==> src/rtl/tmr_fe_pkg.sv <==
package tmr_fe_pkg;

  typedef enum logic [1:0] {
    ACC_FREEZE = 2'b00,
    ACC_HIGH   = 2'b01,
    ACC_LOW    = 2'b10,
    ACC_PAIR   = 2'b11
  } acc_fmt_e;

  // Bit order matches command bits 5:0 so a cast picks the fields out.
  typedef struct packed {
    acc_fmt_e   fmt;
    logic [2:0] mode;
    logic       bcd;
  } ch_cfg_t;

  localparam ch_cfg_t CFG_RESET = '{fmt: ACC_PAIR, mode: 3'd0, bcd: 1'b0};

  function automatic logic [7:0] pack_status(logic lvl, logic nul, ch_cfg_t c);
    return {lvl, nul, c};
  endfunction

endpackage

==> src/rtl/tmr_fe_decode.sv <==
module tmr_fe_decode #(
  parameter int NUM_CH = 3,
  parameter int ADDR_W = 2,
  parameter int DATA_W = 8
) (
  input  logic              bus_wr,
  input  logic              bus_rd,
  input  logic [ADDR_W-1:0] bus_addr,
  input  logic [DATA_W-1:0] bus_wdata,
  output logic [NUM_CH-1:0] cfg_we,
  output logic [NUM_CH-1:0] frz_cnt,
  output logic [NUM_CH-1:0] frz_sts,
  output logic [NUM_CH-1:0] dat_wr,
  output logic [NUM_CH-1:0] dat_rd
);

  localparam logic [ADDR_W-1:0] CMD_ADDR = ADDR_W'(NUM_CH);

  logic       cmd_wr;
  logic [1:0] sel;
  logic [1:0] acc;
  logic       is_rb;
  logic       rb_ok;

  assign cmd_wr = bus_wr && (bus_addr == CMD_ADDR);
  assign sel    = bus_wdata[7:6];
  assign acc    = bus_wdata[5:4];
  assign is_rb  = (sel == 2'b11);
  assign rb_ok  = cmd_wr && is_rb && !bus_wdata[0];

  for (genvar i = 0; i < NUM_CH; i++) begin : g_ch
    logic hit;
    assign hit        = cmd_wr && !is_rb && (sel == 2'(i));
    assign cfg_we[i]  = hit && (acc != 2'b00);
    assign frz_cnt[i] = (hit && (acc == 2'b00)) ||
                        (rb_ok && bus_wdata[i+1] && !bus_wdata[5]);
    assign frz_sts[i] = rb_ok && bus_wdata[i+1] && !bus_wdata[4];
    assign dat_wr[i]  = bus_wr && (bus_addr == ADDR_W'(i));
    assign dat_rd[i]  = bus_rd && (bus_addr == ADDR_W'(i));
  end

endmodule

==> src/rtl/tmr_fe_chan.sv <==
module tmr_fe_chan
  import tmr_fe_pkg::*;
#(
  parameter int DATA_W = 8,
  parameter int CNT_W  = 16
) (
  input  logic              clk,
  input  logic              rst_n,
  input  logic              cfg_we,
  input  logic [5:0]        cfg_bits,
  input  logic              frz_cnt,
  input  logic              frz_sts,
  input  logic              dat_wr,
  input  logic              dat_rd,
  input  logic [DATA_W-1:0] wdata,
  input  logic [CNT_W-1:0]  live_cnt,
  input  logic              out_lvl,
  input  logic              taken,
  output logic              load_stb,
  output logic [CNT_W-1:0]  load_val,
  output logic              cfg_stb,
  output logic [2:0]        mode,
  output logic              bcd,
  output logic              null_cnt,
  output logic [DATA_W-1:0] rd_byte
);

  localparam int HI_LSB = CNT_W - DATA_W;

  ch_cfg_t           cfg_q;
  logic              wr_hi_q;
  logic              rd_hi_q;
  logic [DATA_W-1:0] low_hold_q;
  logic [CNT_W-1:0]  cnt_snap_q;
  logic              cnt_pend_q;
  logic [7:0]        sts_snap_q;
  logic              sts_pend_q;
  logic              null_q;
  logic              load_stb_q;
  logic [CNT_W-1:0]  load_val_q;
  logic              cfg_stb_q;

  logic [CNT_W-1:0]  cnt_src;
  logic [DATA_W-1:0] src_lo;
  logic [DATA_W-1:0] src_hi;

  assign cnt_src = cnt_pend_q ? cnt_snap_q : live_cnt;
  assign src_lo  = cnt_src[DATA_W-1:0];
  assign src_hi  = cnt_src[CNT_W-1:HI_LSB];

  always_comb begin
    if (sts_pend_q) begin
      rd_byte = sts_snap_q;
    end else begin
      unique case (cfg_q.fmt)
        ACC_HIGH: rd_byte = src_hi;
        ACC_LOW:  rd_byte = src_lo;
        ACC_PAIR: rd_byte = rd_hi_q ? src_hi : src_lo;
        default:  rd_byte = src_lo;
      endcase
    end
  end

  always_ff @(posedge clk) begin
    if (!rst_n) begin
      cfg_q      <= CFG_RESET;
      wr_hi_q    <= 1'b0;
      rd_hi_q    <= 1'b0;
      low_hold_q <= '0;
      cnt_snap_q <= '0;
      cnt_pend_q <= 1'b0;
      sts_snap_q <= '0;
      sts_pend_q <= 1'b0;
      null_q     <= 1'b1;
      load_stb_q <= 1'b0;
      load_val_q <= '0;
      cfg_stb_q  <= 1'b0;
    end else begin
      load_stb_q <= 1'b0;
      cfg_stb_q  <= cfg_we;
      if (cfg_we) begin
        cfg_q      <= ch_cfg_t'(cfg_bits);
        wr_hi_q    <= 1'b0;
        rd_hi_q    <= 1'b0;
        cnt_pend_q <= 1'b0;
        sts_pend_q <= 1'b0;
        null_q     <= 1'b1;
      end else begin
        if (taken) null_q <= 1'b0;
        if (dat_wr) begin
          unique case (cfg_q.fmt)
            ACC_HIGH: begin
              load_val_q <= {wdata, {DATA_W{1'b0}}};
              load_stb_q <= 1'b1;
              null_q     <= 1'b1;
            end
            ACC_LOW: begin
              load_val_q <= {{DATA_W{1'b0}}, wdata};
              load_stb_q <= 1'b1;
              null_q     <= 1'b1;
            end
            default: begin
              if (!wr_hi_q) begin
                low_hold_q <= wdata;
                wr_hi_q    <= 1'b1;
              end else begin
                load_val_q <= {wdata, low_hold_q};
                load_stb_q <= 1'b1;
                null_q     <= 1'b1;
                wr_hi_q    <= 1'b0;
              end
            end
          endcase
        end
        if (dat_rd) begin
          if (sts_pend_q) begin
            sts_pend_q <= 1'b0;
          end else if (cfg_q.fmt == ACC_PAIR) begin
            rd_hi_q <= !rd_hi_q;
            if (rd_hi_q) cnt_pend_q <= 1'b0;
          end else begin
            cnt_pend_q <= 1'b0;
          end
        end
        if (frz_cnt && !cnt_pend_q) begin
          cnt_snap_q <= live_cnt;
          cnt_pend_q <= 1'b1;
        end
        if (frz_sts && !sts_pend_q) begin
          sts_snap_q <= pack_status(out_lvl, null_q, cfg_q);
          sts_pend_q <= 1'b1;
        end
      end
    end
  end

  assign load_stb = load_stb_q;
  assign load_val = load_val_q;
  assign cfg_stb  = cfg_stb_q;
  assign mode     = cfg_q.mode;
  assign bcd      = cfg_q.bcd;
  assign null_cnt = null_q;

endmodule

==> src/rtl/tmr_fe_rdmux.sv <==
module tmr_fe_rdmux #(
  parameter int NUM_CH = 3,
  parameter int ADDR_W = 2,
  parameter int DATA_W = 8
) (
  input  logic [ADDR_W-1:0]        addr,
  input  logic [NUM_CH*DATA_W-1:0] bytes_in,
  output logic [DATA_W-1:0]        rdata
);

  always_comb begin
    rdata = '0;
    for (int i = 0; i < NUM_CH; i++) begin
      if (addr == ADDR_W'(i)) rdata = bytes_in[i*DATA_W +: DATA_W];
    end
  end

endmodule

==> src/rtl/tmr_regs_front.sv <==
module tmr_regs_front #(
  parameter int NUM_CH = 3,
  parameter int DATA_W = 8,
  parameter int CNT_W  = 16,
  parameter int ADDR_W = 2
) (
  input  logic                     clk,
  input  logic                     rst_n,
  input  logic                     bus_wr,
  input  logic                     bus_rd,
  input  logic [ADDR_W-1:0]        bus_addr,
  input  logic [DATA_W-1:0]        bus_wdata,
  output logic [DATA_W-1:0]        bus_rdata,
  output logic [NUM_CH-1:0]        ch_load_stb,
  output logic [NUM_CH*CNT_W-1:0]  ch_load_val,
  output logic [NUM_CH-1:0]        ch_cfg_stb,
  output logic [NUM_CH*3-1:0]      ch_mode,
  output logic [NUM_CH-1:0]        ch_bcd,
  input  logic [NUM_CH*CNT_W-1:0]  ch_count,
  input  logic [NUM_CH-1:0]        ch_out,
  input  logic [NUM_CH-1:0]        ch_taken
);

  logic [NUM_CH-1:0]        cfg_we;
  logic [NUM_CH-1:0]        frz_cnt;
  logic [NUM_CH-1:0]        frz_sts;
  logic [NUM_CH-1:0]        dat_wr;
  logic [NUM_CH-1:0]        dat_rd;
  logic [NUM_CH-1:0]        null_vec;
  logic [NUM_CH*DATA_W-1:0] rd_bytes;

  tmr_fe_decode #(.NUM_CH(NUM_CH), .ADDR_W(ADDR_W), .DATA_W(DATA_W)) u_decode (
    .bus_wr    (bus_wr),
    .bus_rd    (bus_rd),
    .bus_addr  (bus_addr),
    .bus_wdata (bus_wdata),
    .cfg_we    (cfg_we),
    .frz_cnt   (frz_cnt),
    .frz_sts   (frz_sts),
    .dat_wr    (dat_wr),
    .dat_rd    (dat_rd)
  );

  for (genvar i = 0; i < NUM_CH; i++) begin : g_chan
    tmr_fe_chan #(.DATA_W(DATA_W), .CNT_W(CNT_W)) u_chan (
      .clk      (clk),
      .rst_n    (rst_n),
      .cfg_we   (cfg_we[i]),
      .cfg_bits (bus_wdata[5:0]),
      .frz_cnt  (frz_cnt[i]),
      .frz_sts  (frz_sts[i]),
      .dat_wr   (dat_wr[i]),
      .dat_rd   (dat_rd[i]),
      .wdata    (bus_wdata),
      .live_cnt (ch_count[i*CNT_W +: CNT_W]),
      .out_lvl  (ch_out[i]),
      .taken    (ch_taken[i]),
      .load_stb (ch_load_stb[i]),
      .load_val (ch_load_val[i*CNT_W +: CNT_W]),
      .cfg_stb  (ch_cfg_stb[i]),
      .mode     (ch_mode[i*3 +: 3]),
      .bcd      (ch_bcd[i]),
      .null_cnt (null_vec[i]),
      .rd_byte  (rd_bytes[i*DATA_W +: DATA_W])
    );
  end

  tmr_fe_rdmux #(.NUM_CH(NUM_CH), .ADDR_W(ADDR_W), .DATA_W(DATA_W)) u_rdmux (
    .addr     (bus_addr),
    .bytes_in (rd_bytes),
    .rdata    (bus_rdata)
  );

endmodule

==> config.mk <==
export PLATFORM = sky130hd
export DESIGN_NAME = tmr_regs_front
export DESIGN_NICKNAME = d
export VERILOG_FILES = /design/src/rtl/tmr_fe_pkg.sv /design/src/rtl/tmr_fe_decode.sv /design/src/rtl/tmr_fe_chan.sv /design/src/rtl/tmr_fe_rdmux.sv /design/src/rtl/tmr_regs_front.sv
export SDC_FILE = /design/constraint.sdc
export NUM_CORES = 1
export LEC_CHECK = 0
export ABC_AREA = 1
export ABC_CLOCK_PERIOD_IN_PS = 2500
export CORE_ASPECT_RATIO = 0.8
export CORE_MARGIN = 4
export CORE_UTILIZATION = 33
export DETAILED_ROUTE_END_ITERATION = 12
export DONT_BUFFER_PORTS = 1
export PLACE_DENSITY_LB_ADDON = 0.15
export SLEW_MARGIN = 5
export SYNTH_ARGS = -nofsm -noshare
export SYNTH_HDL_FRONTEND = slang
export SYNTH_SLANG_ARGS = --single-unit
==> constraint.sdc <==
create_clock -name clk -period 2.5 [get_ports clk]
set_clock_uncertainty 0.15 [all_clocks]
set_input_delay 0.125 -clock clk [delete_from_list [all_inputs] [get_ports clk]]
set_output_delay 0.125 -clock clk [all_outputs]
set_load 0.005 [all_outputs]
==> results of run 1 <==
[through the flow]
stage | total power, W | cells
final | 0.00630 | 1730
after global placement | 0.00349 | 1612
after floorplan | 0.00341 | 1328
after detailed placement | 0.00349 | 1612
after global routing | 0.00659 | 1730
after CTS | 0.00638 | 1730
[timing repair]
item,in CTS,in global routing
setup endpoints to repair,0,13
hold buffers,86,0
endpoints found under the hold margin,183,0
gates resized for setup,0,9
[sequential cells by signal, indices dropped and copies added (netlist names)]
register                  flops
g_chan.u_chan.cnt_snap_q     48
g_chan.u_chan.load_val       48
g_chan.u_chan.low_hold_q     24
g_chan.u_chan.sts_snap_q     24
g_chan.u_chan.mode            9
g_chan.u_chan.cfg_q           6
g_chan.u_chan.bcd             3
g_chan.u_chan.cfg_stb         3
g_chan.u_chan.cnt_pend_q      3
g_chan.u_chan.load_stb        3
g_chan.u_chan.null_cnt        3
g_chan.u_chan.rd_hi_q         3
g_chan.u_chan.sts_pend_q      3
g_chan.u_chan.wr_hi_q         3
[metal layers]
| metal | global-route usage | vias up | wire length, µm |
|---|---|---|---|
| li1 | - | 4314 | - |
| met1 | 0.272 | 3787 | 13700 |
| met5 | 0 | - | 0 |
| met4 | 0.0462 | 0 | 428 |
| met2 | 0.290 | 186 | 12200 |
| met3 | 0.0508 | 23 | 1990 |
[area by class of cell]
type                       count  area share
timing repair buffer         106       0.102
multi-input combinational    930       0.405
tap                          357      0.0428
clock buffer                  18      0.0411
inverter                     122      0.0441
clock inverter                14      0.0145
sequential                   183       0.351
[tightest hold or removal path, delay by kind of cell]
family	cells	cell delay, ns
and+or+nand+nor	2	0.17
buffers and inverters	1	0.21
[worst min path at each step]
stage,to,slack (ns),cells after the start
3_5_place_dp,g_chan[2].u_chan.null_cnt$_SDFF_PP1_,0.1,1
2_1_floorplan,g_chan[0].u_chan.null_cnt$_SDFF_PP1_,0.09,1
4_1_cts,g_chan[1].u_chan.sts_pend_q$_SDFFE_PP0P_,0.002,4
6_report,g_chan[0].u_chan.cnt_snap_q[0]$_SDFFE_PN0P_,-0.02,3
5_1_grt,g_chan[1].u_chan.sts_pend_q$_SDFFE_PP0P_,0.04,4
3_3_place_gp,g_chan[2].u_chan.null_cnt$_SDFF_PP1_,0.09,1
[layout by cell type (no fill, tap or decap), drive strengths merged, types with 4 or more instances in the layout]
cell         count
dfxtp          183
clkinv          11
clkbuf          18
dlygate4sd3     81
buf             22
inv            125
nor2           153
o21ai          116
a21oi          131
o2111ai          8
ha               9
nand2          367
nand3          131
nor3             4
[logic make-up after synthesis]
logic type,share of synthesized area
adders and majority gates,0.0127
and+or+nand+nor,0.309
AOI/OAI and AO/OA,0.155
buffers and inverters,0.108
xor gates and xnor gates,0.000991
DFF,0.415
[power breakdown]
part	internal, W	total, W	switching, W
clock	0.00134	0.00270	0.00136
sequential	0.00296	0.00300	0.0000327
combinational	0.000215	0.000603	0.000389
==> results, run 1 <==
- The remaining antenna violation count after routing is 0.
- The pin count of the biggest net entering global routing is 131.
- The TritonCTS clock tree is yes.
- By instance count, the cell type seen most on the critical path is sky130_fd_sc_hd__dlygate4sd3_1.
- Once the clock tree was built, the setup fixing pass inserted 0 buffers.
- Data on the critical path is required at its endpoint by 2.72 ns.
- The count of pins over their slew limit is 0.
- Setup repair after global routing left no endpoint under its margin.
- In this run the register-to-register setup slack is 0.11 ns.
- The number of clock sinks is 183.
- IR analysis of the VDD net gives a maximum drop of 0.000471 V.
- Setup violations remaining at the end of the flow were counted as 0.
- Traced cell by cell, the critical path runs through nor2_1, dlygate4sd3_1, nand3_4, dlygate4sd3_1, a21oi_1.
- The number of core rows is 53.
- In the final layout, the multi-input gates occupy 4230 µm².
- The ratio of routed vias to standard cells is 4.80.
- The area of all placed cells without fillers is 10400 µm².
- During synthesis, Yosys emitted a total of 0 warnings.
- The first detailed-routing pass ran for 5 iterations.
- The number of cells on the worst reg-to-reg path is 5.
- The cell type group with the largest total delay on the critical path is buffers and inverters.
- In this run the tool buffered the top-level ports with 0 buffer cells.
- The critical-path maximum fanout is 17.
- In this run the worst setup path begins at g_chan[2].u_chan.sts_pend_q$_SDFFE_PP0P_.
- The core box area is 26300 µm².
- The x dimension of the die is 191 µm.
- Summed over all layers, the global routing overflow is 0.
- The post-placement cell area is 8960 µm².
- Measured along the y axis, the die boundary spans 154 µm.
- By count the netlist is led by sky130_fd_sc_hd__nand2_1 (363), sky130_fd_sc_hd__dfxtp_1 (183), sky130_fd_sc_hd__nor2_1 (148), sky130_fd_sc_hd__a21oi_1 (131), sky130_fd_sc_hd__nand3_1 (128).
- Prior to clock tree synthesis, the placed netlist has a worst setup slack of 0.432 ns.
- The critical path contains buffers and inverters numbering 2 combined.
- The initial antenna violation count is 0.
- The post-detailed-placement half-perimeter wirelength is 18300 µm.
- The critical path capture point type is a register.
- Synthesis inferred 183 register bits.
- The final reports fail on hold timing.
- The average detailed-routed wire length per instance is 16.4 µm.
- The placer congestion estimate is 0.794.
- The start of the worst register-to-register path is g_chan[2].u_chan.sts_pend_q$_SDFFE_PP0P_.
- The worst-margin pin slew is 0.936 ns.
- The final critical-path required period is 2.39 ns.
- After synthesis, the share of flip-flops with an asynchronous set or reset is 0.
- The final layout contains routed wiring with a total length of 28300 µm.
- The via count of the first global-routing pass is 7914.
- The area taken by flip-flops and latches is 3660 µm².
- The power density over cell area is 604 nW/µm².
- Of the post-synthesis cell area, the dominant cell type holds 0.415.
- The static leakage is 4.50 nW.
- The post-synthesis area per instance is 6.65 µm².
- The number of nets in the synthesized netlist is 1405.
- The kind of launch point of the worst setup path is a register.
- Clock-pin slew was measured on the worst setup and hold paths at 0.08 ns.
- The number of CTS-inserted buffers is 17.
- The count of H-tree levels built during CTS is 4.
- The cell at the slowest stage of the critical path is sky130_fd_sc_hd__dlygate4sd3_1.
- After the first detailed-routing iteration, the DRC count stood at 571.
- The master cell of the clock root buffer is sky130_fd_sc_hd__clkbuf_16.
- For this run, the top clock speed supported by timing is 419 MHz.
- The layout overhead on the synthesized area is 18.2%.
- The global routing usage summed across all routing layers is 0.191.
- In this design, the stage delay of the slowest critical-path cell is 0.67 ns.
- The first global-routing pass estimated 44700 µm of wire.
- The critical path capture point is g_chan[2].u_chan.sts_pend_q$_SDFFE_PP0P_.
- Yosys attributes the largest share of cell area to sky130_fd_sc_hd__dfxtp_1 (41%), sky130_fd_sc_hd__nand2_1 (15%), sky130_fd_sc_hd__a21oi_1 (7.4%).
- The number of antenna repair diodes is 0.
- The flow ran to the end, but the final reports show violations.
- The endpoint identified for the worst register-to-register timing path is g_chan[2].u_chan.sts_pend_q$_SDFFE_PP0P_.
- The largest total area in the synthesized netlist belongs to sky130_fd_sc_hd__dfxtp_1.
- The data arrival at the endpoint of the critical path is 2.61 ns.
- In the synthesized netlist the dominant register cell turns out to be sky130_fd_sc_hd__dfxtp_1.
- The worst path setup slack after routing is 0.112 ns.
- The number of enable flip-flop cells after synthesis is 0.
- The area of the mapped netlist is 8840 µm².
- The hold violation count in the final report came to 10.
- In the synthesized netlist, the number of instances is 1328.
- The netlist uses 29 different library cells.
- The post-route setup TNS is 0 ns.
- The worst hold margin is -0.0189 ns.
- The via count is 8310.
- The DRC violation count after routing is 0.
- The logic depth of the worst setup path including buffers is 5.
- The launch instance of the worst min-delay path is rst_n.
- The number of fill cells is 2867.
- At the later pin of the worst-skew pair, clock insertion delay measures 0.44 ns.
- For this configuration, the core starts out at a cell density of 0.336.
- The category of the critical setup timing path is reg2reg.
- The dominant cell by count in the synthesized netlist is sky130_fd_sc_hd__nand2_1.
- The die covers 29500 µm².
- The worst min-delay path class is in2reg.
- 142 I/O pins were placed.
- In this run the tightest slew margin relative to its limit is 0.374.
- Dividing the final minimum period by the clock period gives 0.955.
- The sequential-to-total area share from yosys stat is 0.415.
- The number of max-capacitance violations reported is 0.
- Of the cells placed in the final design, the portion with a size suffix greater than 1 is 0.0568.
- The post-layout net count is 1437.
- The maximum root-to-sink buffer count is 2.
- Once layout is complete, the utilization of the core stands at 0.397.
No activity file was read; power rests on OpenSTA's default activity.
==> inputs of run 2 (changes only) <==
- HOLD_SLACK_MARGIN: unset -> 0.1
==> run 2 against run 1 <==
Net effect: worst hold slack better by 0.11 ns; global-route usage is 0.56 points higher; the flow now finishes without violations; sequential share of layout area is 1.5 points lower; non-clock buffer count is 44 higher; critical path type is now in2reg; combinational power is 6.0% higher; largest cell class unchanged; via count is 2.9% higher.
==> results, run 2 (synthesis results as in run 1) <==
- The number of top-level design ports is 142.
- In the routed design, unresolved DRC markers number 0.
- The worst path setup slack after routing is 0.0698 ns.
- The design draws 0.00635 W.
- The aggregate routed wire length is 29300 µm.
- The count of pins over their slew limit was 0.
- The initial antenna violation count is 1.
- The area of combinational cells with multiple inputs is 4250 µm².
- The via count of the first global-routing pass was 8208.
- By startpoint and endpoint, the worst setup path is classified as in2reg.
- The detailed router finished its first iteration with 589 violations.
- In this run the number of H-tree levels came out at 4.
- Counting I/O delays and the setup requirement, the final critical path takes 2.43 ns.
- The total setup violations reported at the end of the flow is 0.
- The pin count of the biggest net entering global routing is 121.
- Buffers placed on the I/O ports in this run total 0.
- The reported net switching power is 0.00180 W.
- On the final layout, the worst hold slack is 0.0886 ns.
- The worst min-delay path class is in2reg.
- No sink is reached through more buffers than the 2 on the longest clock path.
- The die covers 29500 µm².
- For the worst setup path, the data required time is 2.74 ns.
- In this run the static leakage power is 4.71 nW.
- The worst setup path is launched from an input port.
- The placer congestion estimate is 0.794.
- Timing would allow up to 411 MHz.
- Of the cells placed in the final design, the portion with a size suffix greater than 1 is 0.0628.
- The hold violation count in the final report came to 0.
- The share of power burned in the clock network is 0.427.
- From left edge to right edge, the die measures 191 µm.
- Summed over all nets, the half-perimeter wirelength after detailed placement is 18300 µm.
- The worst setup path is captured at a register.
- The number of CTS-inserted buffers is 17.
- The final worst-path cycle share is 0.972.
- For this run, the slowest stage of the critical path takes 0.60 ns.
- IR analysis of the VDD net gives a maximum drop of 0.000473 V.
- Traced cell by cell, the critical path runs through nand2_1, nor2_4, dlygate4sd3_1, nand3_1, nor2_4, nand2_1, dlygate4sd3_1, nand2_1, dlygate4sd3_1.
- The wire length of the first global-routing pass is 46000 µm.
- The initial core utilization is 0.336.
- The run finished with clean final reports.
- In this run the remaining antenna-violating nets after routing total 0.
- Cell internal power was estimated by the tool at 0.00455 W.
- The TritonCTS clock tree is yes.
- The final global-route overflow total is 0.
- The core box area is 26300 µm².
- The post-layout net count is 1482.
- Of the total power, the share spent switching nets is 0.284.
- The post-route non-filler standard cell count is 1776.
- Clock latency on the worst-skew pair, taken at its later pin, is 0.44 ns.
- The critical path contains buffers and inverters numbering 3 combined.
- The tree is rooted in a sky130_fd_sc_hd__clkbuf_16.
- The post-placement cell count is 1612.
- The cell at the slowest stage of the critical path is sky130_fd_sc_hd__dlygate4sd3_1.
- The average detailed-routed wire length per instance is 16.5 µm.
- The number of core rows is 53.
- The library cell used most frequently in the layout, excluding fill and tap cells, is sky130_fd_sc_hd__nand2_1.
- The cell family contributing the most delay on the critical path is buffers and inverters.
- The final route contains 8554 vias.
- The first-pass iteration count of the detailed router is 5.
- The critical-path maximum fanout is 9.
- The height of the chip is 154 µm.
- Headroom to the max-slew limit came out at 0.387.
- Using the TritonRoute via totals, the vias-per-cell ratio works out to 4.82.
- The number of max-capacitance violations reported is 0.
- The share of total power dissipated in combinational logic is 0.101.
- The sequential share of power is 0.472.
- Setup total negative slack on the finished layout was measured at 0 ns.
- The library cells used most frequently in the layout, excluding fill and tap cells, are sky130_fd_sc_hd__nand2_1 (363), sky130_fd_sc_hd__dfxtp_1 (181), sky130_fd_sc_hd__nor2_1 (142), sky130_fd_sc_hd__a21oi_1 (131), sky130_fd_sc_hd__nand3_1 (128).
- The area taken by flip-flops and latches is 3670 µm².
- The layout has 2850 filler cells.
- For the pin with the worst max-slew slack, the measured transition is 0.916 ns.
- The layout overhead on the synthesized area is 23.4%.
- Setup repair after global routing could not meet its margin everywhere.
- Clock-pin slew was measured on the worst setup and hold paths at 0.08 ns.
- The global routing usage summed across all routing layers is 0.197.
- For this design the ratio of total power to cell area is 583 nW/µm².
- Clock tree synthesis found a total of 183 sinks.
- At the worst endpoint, the arrival time is 2.67 ns.
- Timing analysis after detailed placement gives a worst setup slack of 0.432 ns.
==> run 2: tightest hold or removal path: stages <==
cell	delay, ns
sky130_fd_sc_hd__nand3_1	0.10
sky130_fd_sc_hd__nand2_4	0.22
sky130_fd_sc_hd__nand2_1	0.12
sky130_fd_sc_hd__a21oi_1	0.06
==> run 2: what timing repair did <==
item,in CTS,in global routing
setup buffers,0,4
endpoints found under the hold margin,183,9
gates resized for setup,0,15
hold buffers,126,1
setup endpoints to repair,0,29
==> run 2: cell type report <==
type	instances	area share
repair inverters	1	0.000459
inverters	122	0.0426
flip-flops and latches	183	0.336
clock inverters	14	0.0139
clock buffers	18	0.0394
multi-input cells	930	0.390
diodes	1	0.000230
repair buffers	150	0.136
well taps	357	0.0410
==> run 2: power groups by stage <==
stage,sequential [W],combinational [W],clock [W]
after global placement,0.00307,0.000426,0
after floorplan,0.00305,0.000354,0
after detailed placement,0.00307,0.000428,0
after global routing,0.00300,0.000713,0.00291
final,0.00300,0.000639,0.00271
after CTS,0.00300,0.000634,0.00278
==> run 2: worst paths after layout <==
check	start	end	slack (ns)	cells past startpoint
max	bus_wr	g_chan[0].u_chan.mode[2]$_SDFFE_PN0P_	0.07	9
min	bus_wdata[1]	g_chan[0].u_chan.cnt_pend_q$_SDFFE_PP0P_	0.09	4
max reg2reg	g_chan[1].u_chan.cfg_q[4]$_SDFFE_PN1P_	g_chan[1].u_chan.load_val[12]$_SDFFE_PN0P_	0.13	9
min reg2reg	g_chan[2].u_chan.wr_hi_q$_SDFFE_PP0P_	g_chan[2].u_chan.wr_hi_q$_SDFFE_PP0P_	0.33	2
==> run 2: per-layer routing <==
layer	GRT usage	routed length (µm)	part of all wire
met1	0.276	14100	0.48
met2	0.304	12900	0.44
met3	0.0505	1860	0.063
met4	0.0492	418	0.014
met5	0	0	0
==> run 2: through the flow <==
step / cell area, µm² / util
3_5_place_dp: 8960 / 0.340
3_3_place_gp: 8960 / 0.340
5_1_grt: 10900 / 0.414
4_1_cts: 10800 / 0.411
2_1_floorplan: 8840 / -
6_report: 10900 / 0.414
